==> src/rtl/sdram_cmd_pkg.sv <==
package sdram_cmd_pkg;

  typedef enum logic [2:0] {
    CMD_LMR = 3'b000,
    CMD_REF = 3'b001,
    CMD_PRE = 3'b010,
    CMD_ACT = 3'b011,
    CMD_WR  = 3'b100,
    CMD_RD  = 3'b101,
    CMD_BST = 3'b110,
    CMD_NOP = 3'b111
  } cmd_e;

  localparam int unsigned VARIANT_BIT = 10;

  // commands that address a bank
  function automatic logic cmd_has_bank(cmd_e c);
    return (c == CMD_ACT) || (c == CMD_RD) || (c == CMD_WR) ||
           (c == CMD_PRE) || (c == CMD_LMR);
  endfunction

  // commands with no address or a column address: variant bit applies
  function automatic logic cmd_has_variant(cmd_e c);
    return (c == CMD_RD) || (c == CMD_WR) || (c == CMD_PRE) ||
           (c == CMD_REF) || (c == CMD_BST);
  endfunction

  function automatic logic cmd_full_addr(cmd_e c);
    return (c == CMD_ACT) || (c == CMD_LMR);
  endfunction

  function automatic logic cmd_col_addr(cmd_e c);
    return (c == CMD_RD) || (c == CMD_WR);
  endfunction

endpackage

==> src/rtl/cke_mask_stage.sv <==
module cke_mask_stage (
  input  logic clk,
  input  logic rst_n,
  input  logic cke,
  output logic op_en
);
  always_ff @(posedge clk or negedge rst_n) begin
    if (!rst_n) op_en <= 1'b0;
    else        op_en <= cke;
  end


  resume_after_high_chk: assert property (@(posedge clk) disable iff (!rst_n)
    cke |=> op_en);
endmodule

==> src/rtl/latency_tick_gen.sv <==
module latency_tick_gen (
  input  logic clk,
  input  logic rst_n,
  input  logic op_en,
  output logic lat_tick
);
  always_ff @(posedge clk or negedge rst_n) begin
    if (!rst_n) lat_tick <= 1'b0;
    else        lat_tick <= op_en;
  end


  tick_frozen_chk: assert property (@(posedge clk) disable iff (!rst_n)
    !op_en |=> !lat_tick);
endmodule

==> src/rtl/cmd_decode_stage.sv <==
module cmd_decode_stage
  import sdram_cmd_pkg::*;
#(
  parameter int unsigned ADDR_W    = 13,
  parameter int unsigned NUM_BANKS = 4,
  localparam int unsigned BANK_W   = (NUM_BANKS > 2) ? 2 : 1
) (
  input  logic              clk,
  input  logic              rst_n,
  input  logic              op_en,
  input  logic              cs_n,
  input  logic              ras_n,
  input  logic              cas_n,
  input  logic              we_n,
  input  logic [1:0]        ba,
  input  logic [ADDR_W-1:0] addr,
  output logic              cmd_vld,
  output cmd_e              cmd,
  output logic [BANK_W-1:0] bank_idx,
  output logic [ADDR_W-1:0] addr_out,
  output logic              a10_flag
);
  localparam logic [ADDR_W-1:0] COL_MASK = ~(ADDR_W'(1) << VARIANT_BIT);

  logic              live_edge;
  cmd_e              cur_cmd;
  logic [BANK_W-1:0] bank_sel;
  logic [BANK_W-1:0] bank_nxt;
  logic [ADDR_W-1:0] addr_nxt;
  logic              a10_nxt;

  generate
    if (NUM_BANKS > 2) begin : g_four_banks
      assign bank_sel = ba;
    end else begin : g_two_banks
      assign bank_sel = ba[0];
    end
  endgenerate

  assign live_edge = op_en && !cs_n;

  always_comb begin
    cur_cmd = live_edge ? cmd_e'({ras_n, cas_n, we_n}) : CMD_NOP;
    bank_nxt = cmd_has_bank(cur_cmd) ? bank_sel : '0;
    if (cmd_full_addr(cur_cmd))     addr_nxt = addr;
    else if (cmd_col_addr(cur_cmd)) addr_nxt = addr & COL_MASK;
    else                            addr_nxt = '0;
    a10_nxt = cmd_has_variant(cur_cmd) ? addr[VARIANT_BIT] : 1'b0;
  end

  always_ff @(posedge clk or negedge rst_n) begin
    if (!rst_n) begin
      cmd_vld  <= 1'b0;
      cmd      <= CMD_NOP;
      bank_idx <= '0;
      addr_out <= '0;
      a10_flag <= 1'b0;
    end else begin
      cmd_vld  <= (cur_cmd != CMD_NOP);
      cmd      <= cur_cmd;
      bank_idx <= bank_nxt;
      addr_out <= addr_nxt;
      a10_flag <= a10_nxt;
    end
  end


  vld_needs_en_chk: assert property (@(posedge clk) disable iff (!rst_n)
    !op_en |=> !cmd_vld && (cmd == CMD_NOP));

  deselect_nop_chk: assert property (@(posedge clk) disable iff (!rst_n)
    cs_n |=> !cmd_vld && (cmd == CMD_NOP));

  vld_not_nop_chk: assert property (@(posedge clk) disable iff (!rst_n)
    cmd_vld |-> (cmd != CMD_NOP));

  a10_scope_chk: assert property (@(posedge clk) disable iff (!rst_n)
    a10_flag |-> cmd_has_variant(cmd));

  col_bit_clear_chk: assert property (@(posedge clk) disable iff (!rst_n)
    cmd_col_addr(cmd) |-> !addr_out[VARIANT_BIT]);
endmodule

==> src/rtl/sdram_cmd_front.sv <==
module sdram_cmd_front
  import sdram_cmd_pkg::*;
#(
  parameter int unsigned ADDR_W    = 13,
  parameter int unsigned NUM_BANKS = 4,
  localparam int unsigned BANK_W   = (NUM_BANKS > 2) ? 2 : 1
) (
  input  logic              clk,
  input  logic              rst_n,
  input  logic              cke,
  input  logic              cs_n,
  input  logic              ras_n,
  input  logic              cas_n,
  input  logic              we_n,
  input  logic [1:0]        ba,
  input  logic [ADDR_W-1:0] addr,
  output logic              op_en,
  output logic              lat_tick,
  output logic              cmd_vld,
  output logic [2:0]        cmd_code,
  output logic [BANK_W-1:0] bank_idx,
  output logic [ADDR_W-1:0] addr_out,
  output logic              a10_flag
);
  cmd_e dec_cmd;

  cke_mask_stage i_mask (
    .clk   (clk),
    .rst_n (rst_n),
    .cke   (cke),
    .op_en (op_en)
  );

  latency_tick_gen i_tick (
    .clk      (clk),
    .rst_n    (rst_n),
    .op_en    (op_en),
    .lat_tick (lat_tick)
  );

  cmd_decode_stage #(
    .ADDR_W    (ADDR_W),
    .NUM_BANKS (NUM_BANKS)
  ) i_dec (
    .clk      (clk),
    .rst_n    (rst_n),
    .op_en    (op_en),
    .cs_n     (cs_n),
    .ras_n    (ras_n),
    .cas_n    (cas_n),
    .we_n     (we_n),
    .ba       (ba),
    .addr     (addr),
    .cmd_vld  (cmd_vld),
    .cmd      (dec_cmd),
    .bank_idx (bank_idx),
    .addr_out (addr_out),
    .a10_flag (a10_flag)
  );

  assign cmd_code = dec_cmd;


  tick_per_live_edge_chk: assert property (@(posedge clk) disable iff (!rst_n)
    cmd_vld |-> lat_tick);

  reset_quiet_chk: assert property (@(posedge clk)
    !rst_n |-> !cmd_vld && !lat_tick && !op_en);
endmodule

==> config.mk <==
export PLATFORM = sky130hd
export DESIGN_NAME = sdram_cmd_front
export DESIGN_NICKNAME = d
export VERILOG_FILES = /design/src/rtl/sdram_cmd_pkg.sv /design/src/rtl/cke_mask_stage.sv /design/src/rtl/latency_tick_gen.sv /design/src/rtl/cmd_decode_stage.sv /design/src/rtl/sdram_cmd_front.sv
export SDC_FILE = /design/constraint.sdc
export NUM_CORES = 1
export LEC_CHECK = 0
export ABC_CLOCK_PERIOD_IN_PS = 1350
export BUFFER_PORTS_ARGS = -buffer_cell sky130_fd_sc_hd__buf_2
export CAP_MARGIN = 20
export CORE_UTILIZATION = 41
export CTS_CLUSTER_DIAMETER = 40
export DETAILED_ROUTE_END_ITERATION = 7
export PLACE_DENSITY = 0.81
export SYNTH_ARGS = -nofsm -noshare
export SYNTH_HDL_FRONTEND = slang
export SYNTH_SLANG_ARGS = --single-unit
==> constraint.sdc <==
create_clock -name clk -period 1.35 [get_ports clk]
set_clock_uncertainty 0.15 [all_clocks]
set_input_delay 0.27 -clock clk [delete_from_list [all_inputs] [get_ports clk]]
set_output_delay 0.27 -clock clk [all_outputs]
set_load 0.1 [all_outputs]
Word-level counts from Yosys, hierarchy flattened:

Cells that the tools add are included.

* register bits: 22
* input port bits: 22
* output and inout bits: 22

* eq/ne operators: 7
* muxes and demuxes: 5
* reduce and logical (&&, ||, !) cells: 12

Operator list (number)
* 13-bit 2-to-1 mux: 2
* 3-bit equality test, second input constant: 3
* 1-bit logical OR: 9
* 3-bit by 2-bit equality test with 1-bit output, second input constant: 2
* 3-bit by 1-bit equality test with 1-bit output, second input constant: 1
* 3-bit zero test: 1
* 3-bit 2-to-1 mux: 1
* 3-bit != test, second input constant: 1
* 2-bit 2-to-1 mux: 1
* 1-bit logical AND: 1
* 1-bit zero test: 1
* 1-bit 2-to-1 mux: 1

Logic depth before layout (Yosys ltp):

* depth after elaboration: 9
* depth in mapped cells: 4

Hierarchy:

A second synthesis with hierarchy kept.

* cell total of the unflattened synthesis: 67
* area, all modules: 800.8 um^2

Modules (own cells, without submodules)
* cmd_decode_stage: instances 1, cells an instance 65, area an instance 750.7 um^2, seq. area each 504.2 um^2
* cke_mask_stage: instances 1, cells an instance 1, area an instance 25.0 um^2, seq. area each 25.0 um^2
* latency_tick_gen: instances 1, cells an instance 1, area an instance 25.0 um^2, seq. area each 25.0 um^2

Least setup slack after synthesis:

Ideal clock, no wire load.

* path kind: flip-flop to flip-flop
* from: reg i_mask.op_en
* to: reg i_dec.addr_out[11]
* library setup time: 0.067 ns
* data arrival time: 1.604 ns
* required time: 1.133 ns
* setup slack: -0.471 ns
* stages on the path, launching flop included: 4
* path buffers: 1
* clock period less this slack: 1.821 ns
* path through: dfrtp_1 and2b_1 clkbuf_1 and3_1

* cells in the longest elaborated chain, start to end: 6

RTL lines
* start, declared: RTL line cke_mask_stage.sv:5 `output logic op_en`
* start signal, assigned: RTL line cke_mask_stage.sv:9 `else op_en <= cke;`
* 1-bit logical AND *: RTL line cmd_decode_stage.sv:40 `assign live_edge = op_en && !cs_n;`
* 3-bit 2-to-1 mux *: RTL line cmd_decode_stage.sv:43 `cur_cmd = live_edge ? cmd_e'({ras_n, cas_n, we_n}) : CMD_NOP;`
* 3-bit equality test: RTL line sdram_cmd_pkg.sv:33 `return (c == CMD_RD) || (c == CMD_WR);`
* 1-bit logical OR: RTL line sdram_cmd_pkg.sv:33
* 13-bit 2-to-1 mux: RTL line cmd_decode_stage.sv:46 `else if (cmd_col_addr(cur_cmd)) addr_nxt = addr & COL_MASK;`
* 13-bit 2-to-1 mux *: RTL line cmd_decode_stage.sv:45 `if (cmd_full_addr(cur_cmd)) addr_nxt = addr;`
* net i_dec.addr_nxt[11]: RTL line cmd_decode_stage.sv:29 `logic [ADDR_W-1:0] addr_nxt;`
* end signal, assigned: RTL line cmd_decode_stage.sv:62 `addr_out <= addr_nxt;`
* end, declared: RTL line cmd_decode_stage.sv:20 `output logic [ADDR_W-1:0] addr_out,`

The timed path passes the listed nets; every way through them passes the cells marked *.

Worst setup path in the final report:

* from: reg i_dec.cmd[0]
* to: out cmd_code[0]

RTL lines
* start, declared: RTL line cmd_decode_stage.sv:18 `output cmd_e cmd,`
* start signal, assigned: RTL line cmd_decode_stage.sv:60 `cmd <= cur_cmd;`
* end, declared: RTL line sdram_cmd_front.sv:20 `output logic [2:0] cmd_code,`

No word-level cell between the ends.

==> impl_metrics.toml <==
[critical_path]
worstPathCellList = "buf_12"
critical_path.top_delay_family = "flip-flops"
cpPeakStageDelay_ns = 0.57
crit_path_max_fanout = 1
worstSetupStartpointType = "flip-flop"
worstSetupPathType = "flip-flop to primary output"
cp-end-kind = "primary output"
crit_slowest_cell = "dfstp_2"
crit_arrival_ns = 1.03
path_buf_inv = 1
critPathRequiredTime_ns = 0.93

[outcome]
outcome = "finished, violations left"
violations = "setup timing"

[floorplan]
die_h_um = 45.6
rows = 15
die_w_um = 45.6
core_um2 = 1750
pin_count = 44
dieArea_um2 = 2080
start_util_pct = 44.6

[final_layout]
num-fill-cells = 103
drive_above_1_share_pct = 54.8
n_antenna_cell = 0
instances_no_fill = 129
multi_input_area_um2 = 204
num-nets-final = 127
ff_latch_area_um2 = 558
area_growth_syn_to_layout_pct = 81.8

[timing]
fin_crit_sh_pct = 108
hold_viol = 0
fmax_mhz = 688
finalSetupViolCount = 4
finalMaxSlewViolations = 0
whs_ns = 0.0250
maxSlewHeadroom_pct = 66.7
fin_crit_ns = 1.45
rsz0062_at_grt = "true"
tightestPinTransition_ns = 0.497
fin_ws_ns = -0.103

[route]
viasPerCell = 4.77
drt-met1-wl_um = 771
dr_wl_met3_um = 94
highest_layer = "met3"
drc_errors = 0
drt-initial-drc-count = 13
avgRoutedWirePerCell_um = 14.6
final_antenna_net_count = 0
wl_met2_um = 1010
drtPass1Iterations = 3
num_vias = 615
wl_um = 1880

[pwr]
power_uw = 1390
power.leakage_uw = 0.000716
powerDensity_nw_per_um2 = 985
ir_worst_vdd_v = 0.000772

[logic_synthesis]
ys_seq_elements = 22
avgSynthCellArea_um2 = 14.4
synthesis.instances = 54
synth_area_um2 = 778
ys_seq_area_share_pct = 71.2
yosysUniqueCellTypes = 17
synth-warning-count = 0
syn-num-nets = 76

[clocking]
clockBufferDepth = 2
clk_pin_slew_ns = 0.11
cts_tree = "yes"
cts_max_level = 1
cts_buffers = 3
clk_latency_ns = 0.29
cts_root_buffer = "clkbuf_4"
clkSinkCount = 22

[place]
place_inst = 119
place_congestion = 0.673
place.port_buffers = 43

[global_route]
track_usage_pct = 17.9
overflow = 0
grt_pass1_wl_um = 2550
grt_max_degree = 23
grt_pass1_vias = 557
antenna_found_initial = 0

[job]
max_cap_viol_count = 0

[min_path]
hold_class = "input port to flip-flop"
## synth_stat cells
library cell	n	share of area, %
clkbuf_1	1	0.48
buf_4	1	0.96
and2_1	2	1.6
nor3b_1	1	0.96
xnor2_2	1	2.1
nor2b_4	1	1.8
nor3_1	2	1.3
a211oi_1	2	1.9
buf_6	1	1.4
nand2b_1	4	3.2
a31oi_1	1	0.80
and2b_1	1	0.96
and3_1	12	9.6
dfrtp_1	19	61
nand2_1	1	0.48
xor2_1	1	1.1
dfstp_2	3	10
## flip-flops by register name (all words and copies together) (netlist names)
register and count:
i_dec.addr_out 13, i_dec.cmd 3, i_dec.bank_idx 2, i_dec.a10_flag 1
i_dec.cmd_vld 1, i_mask.op_en 1, i_tick.lat_tick 1
## report_power, final
group	total, µW	internal, µW	switching (µW)	leakage, µW
Combinational	386	144	242	0.000415
Sequential	708	686	21.9	0.000286
Clock	300	115	185	0.0000150
## final cells by class
type                    instances  share of cell area [%]
multi-input cells              29                    14.4
repair buffers                 49                    42.1
clock buffers                   4                    1.86
flip-flops and latches         22                    39.4
well taps                      25                    2.21
## final timing paths
check / slack, ns / endpoint / startpoint / depth (start not counted)
worst max register to register: 0.06 / i_dec.addr_out[4] / i_mask.op_en / 3
min in group asynchronous: 0.29 / i_dec.bank_idx[0] / rst_n / 2
max in group asynchronous: 0.39 / i_mask.op_en / rst_n / 2
worst min-delay path: 0.02 / i_dec.bank_idx[1] / ba[1] / 2
worst min register to register: 0.36 / i_tick.lat_tick / i_mask.op_en / 0
worst max-delay path: -0.10 / cmd_code[0] / i_dec.cmd[0] / 1
## per-layer routing
metal,track usage (%),vias up
li1,-,280
met1,23.6,306
met2,29.4,29
met3,2.78,0
met4,7.27,0
met5,0,-
## placed cells by master, fill, tap and decap left out, drive strengths merged
master       synthesis  layout
nand2b               4       4
nand2                1       1
and2                 2       2
a211oi               2       2
xnor2                1       1
dfrtp               19      19
nor3b                1       1
buf                  2      47
dlygate4sd3          0       2
and3                12      12
nor3                 2       2
dfstp                3       3
and2b                1       1
clkbuf               1       4
xor2                 1       1
a31oi                1       1
nor2b                1       1
## metrics by stage
stage | TNS [ns] | utilization (%) | worst slack (ns) | instance area [µm²]
after floorplan | -0.868 | - | -0.0868 | 793
after global placement | 0 | 76.6 | 0.0713 | 1340
after detailed placement | -0.0180 | 76.6 | -0.0112 | 1340
after CTS | -0.431 | 79.3 | -0.121 | 1380
after global routing | -0.527 | 81.1 | -0.138 | 1420
final | -0.377 | 81.1 | -0.103 | 1420
## logic make-up after synthesis
group / Yosys count / synth area share [%]
xor+xnor: 2 / 3.22
buf+inv: 3 / 2.89
flops: 22 / 71.2
simple gates: 24 / 19.9
compound gates: 3 / 2.73
## timing repair
item,CTS,global route
setup buffers,0,4
endpoints found under the hold margin,20,0
gates resized for setup,0,1
pin swaps,0,0
setup endpoints to repair,4,7
hold buffers,2,0
No activity file was read; power rests on OpenSTA's default activity.
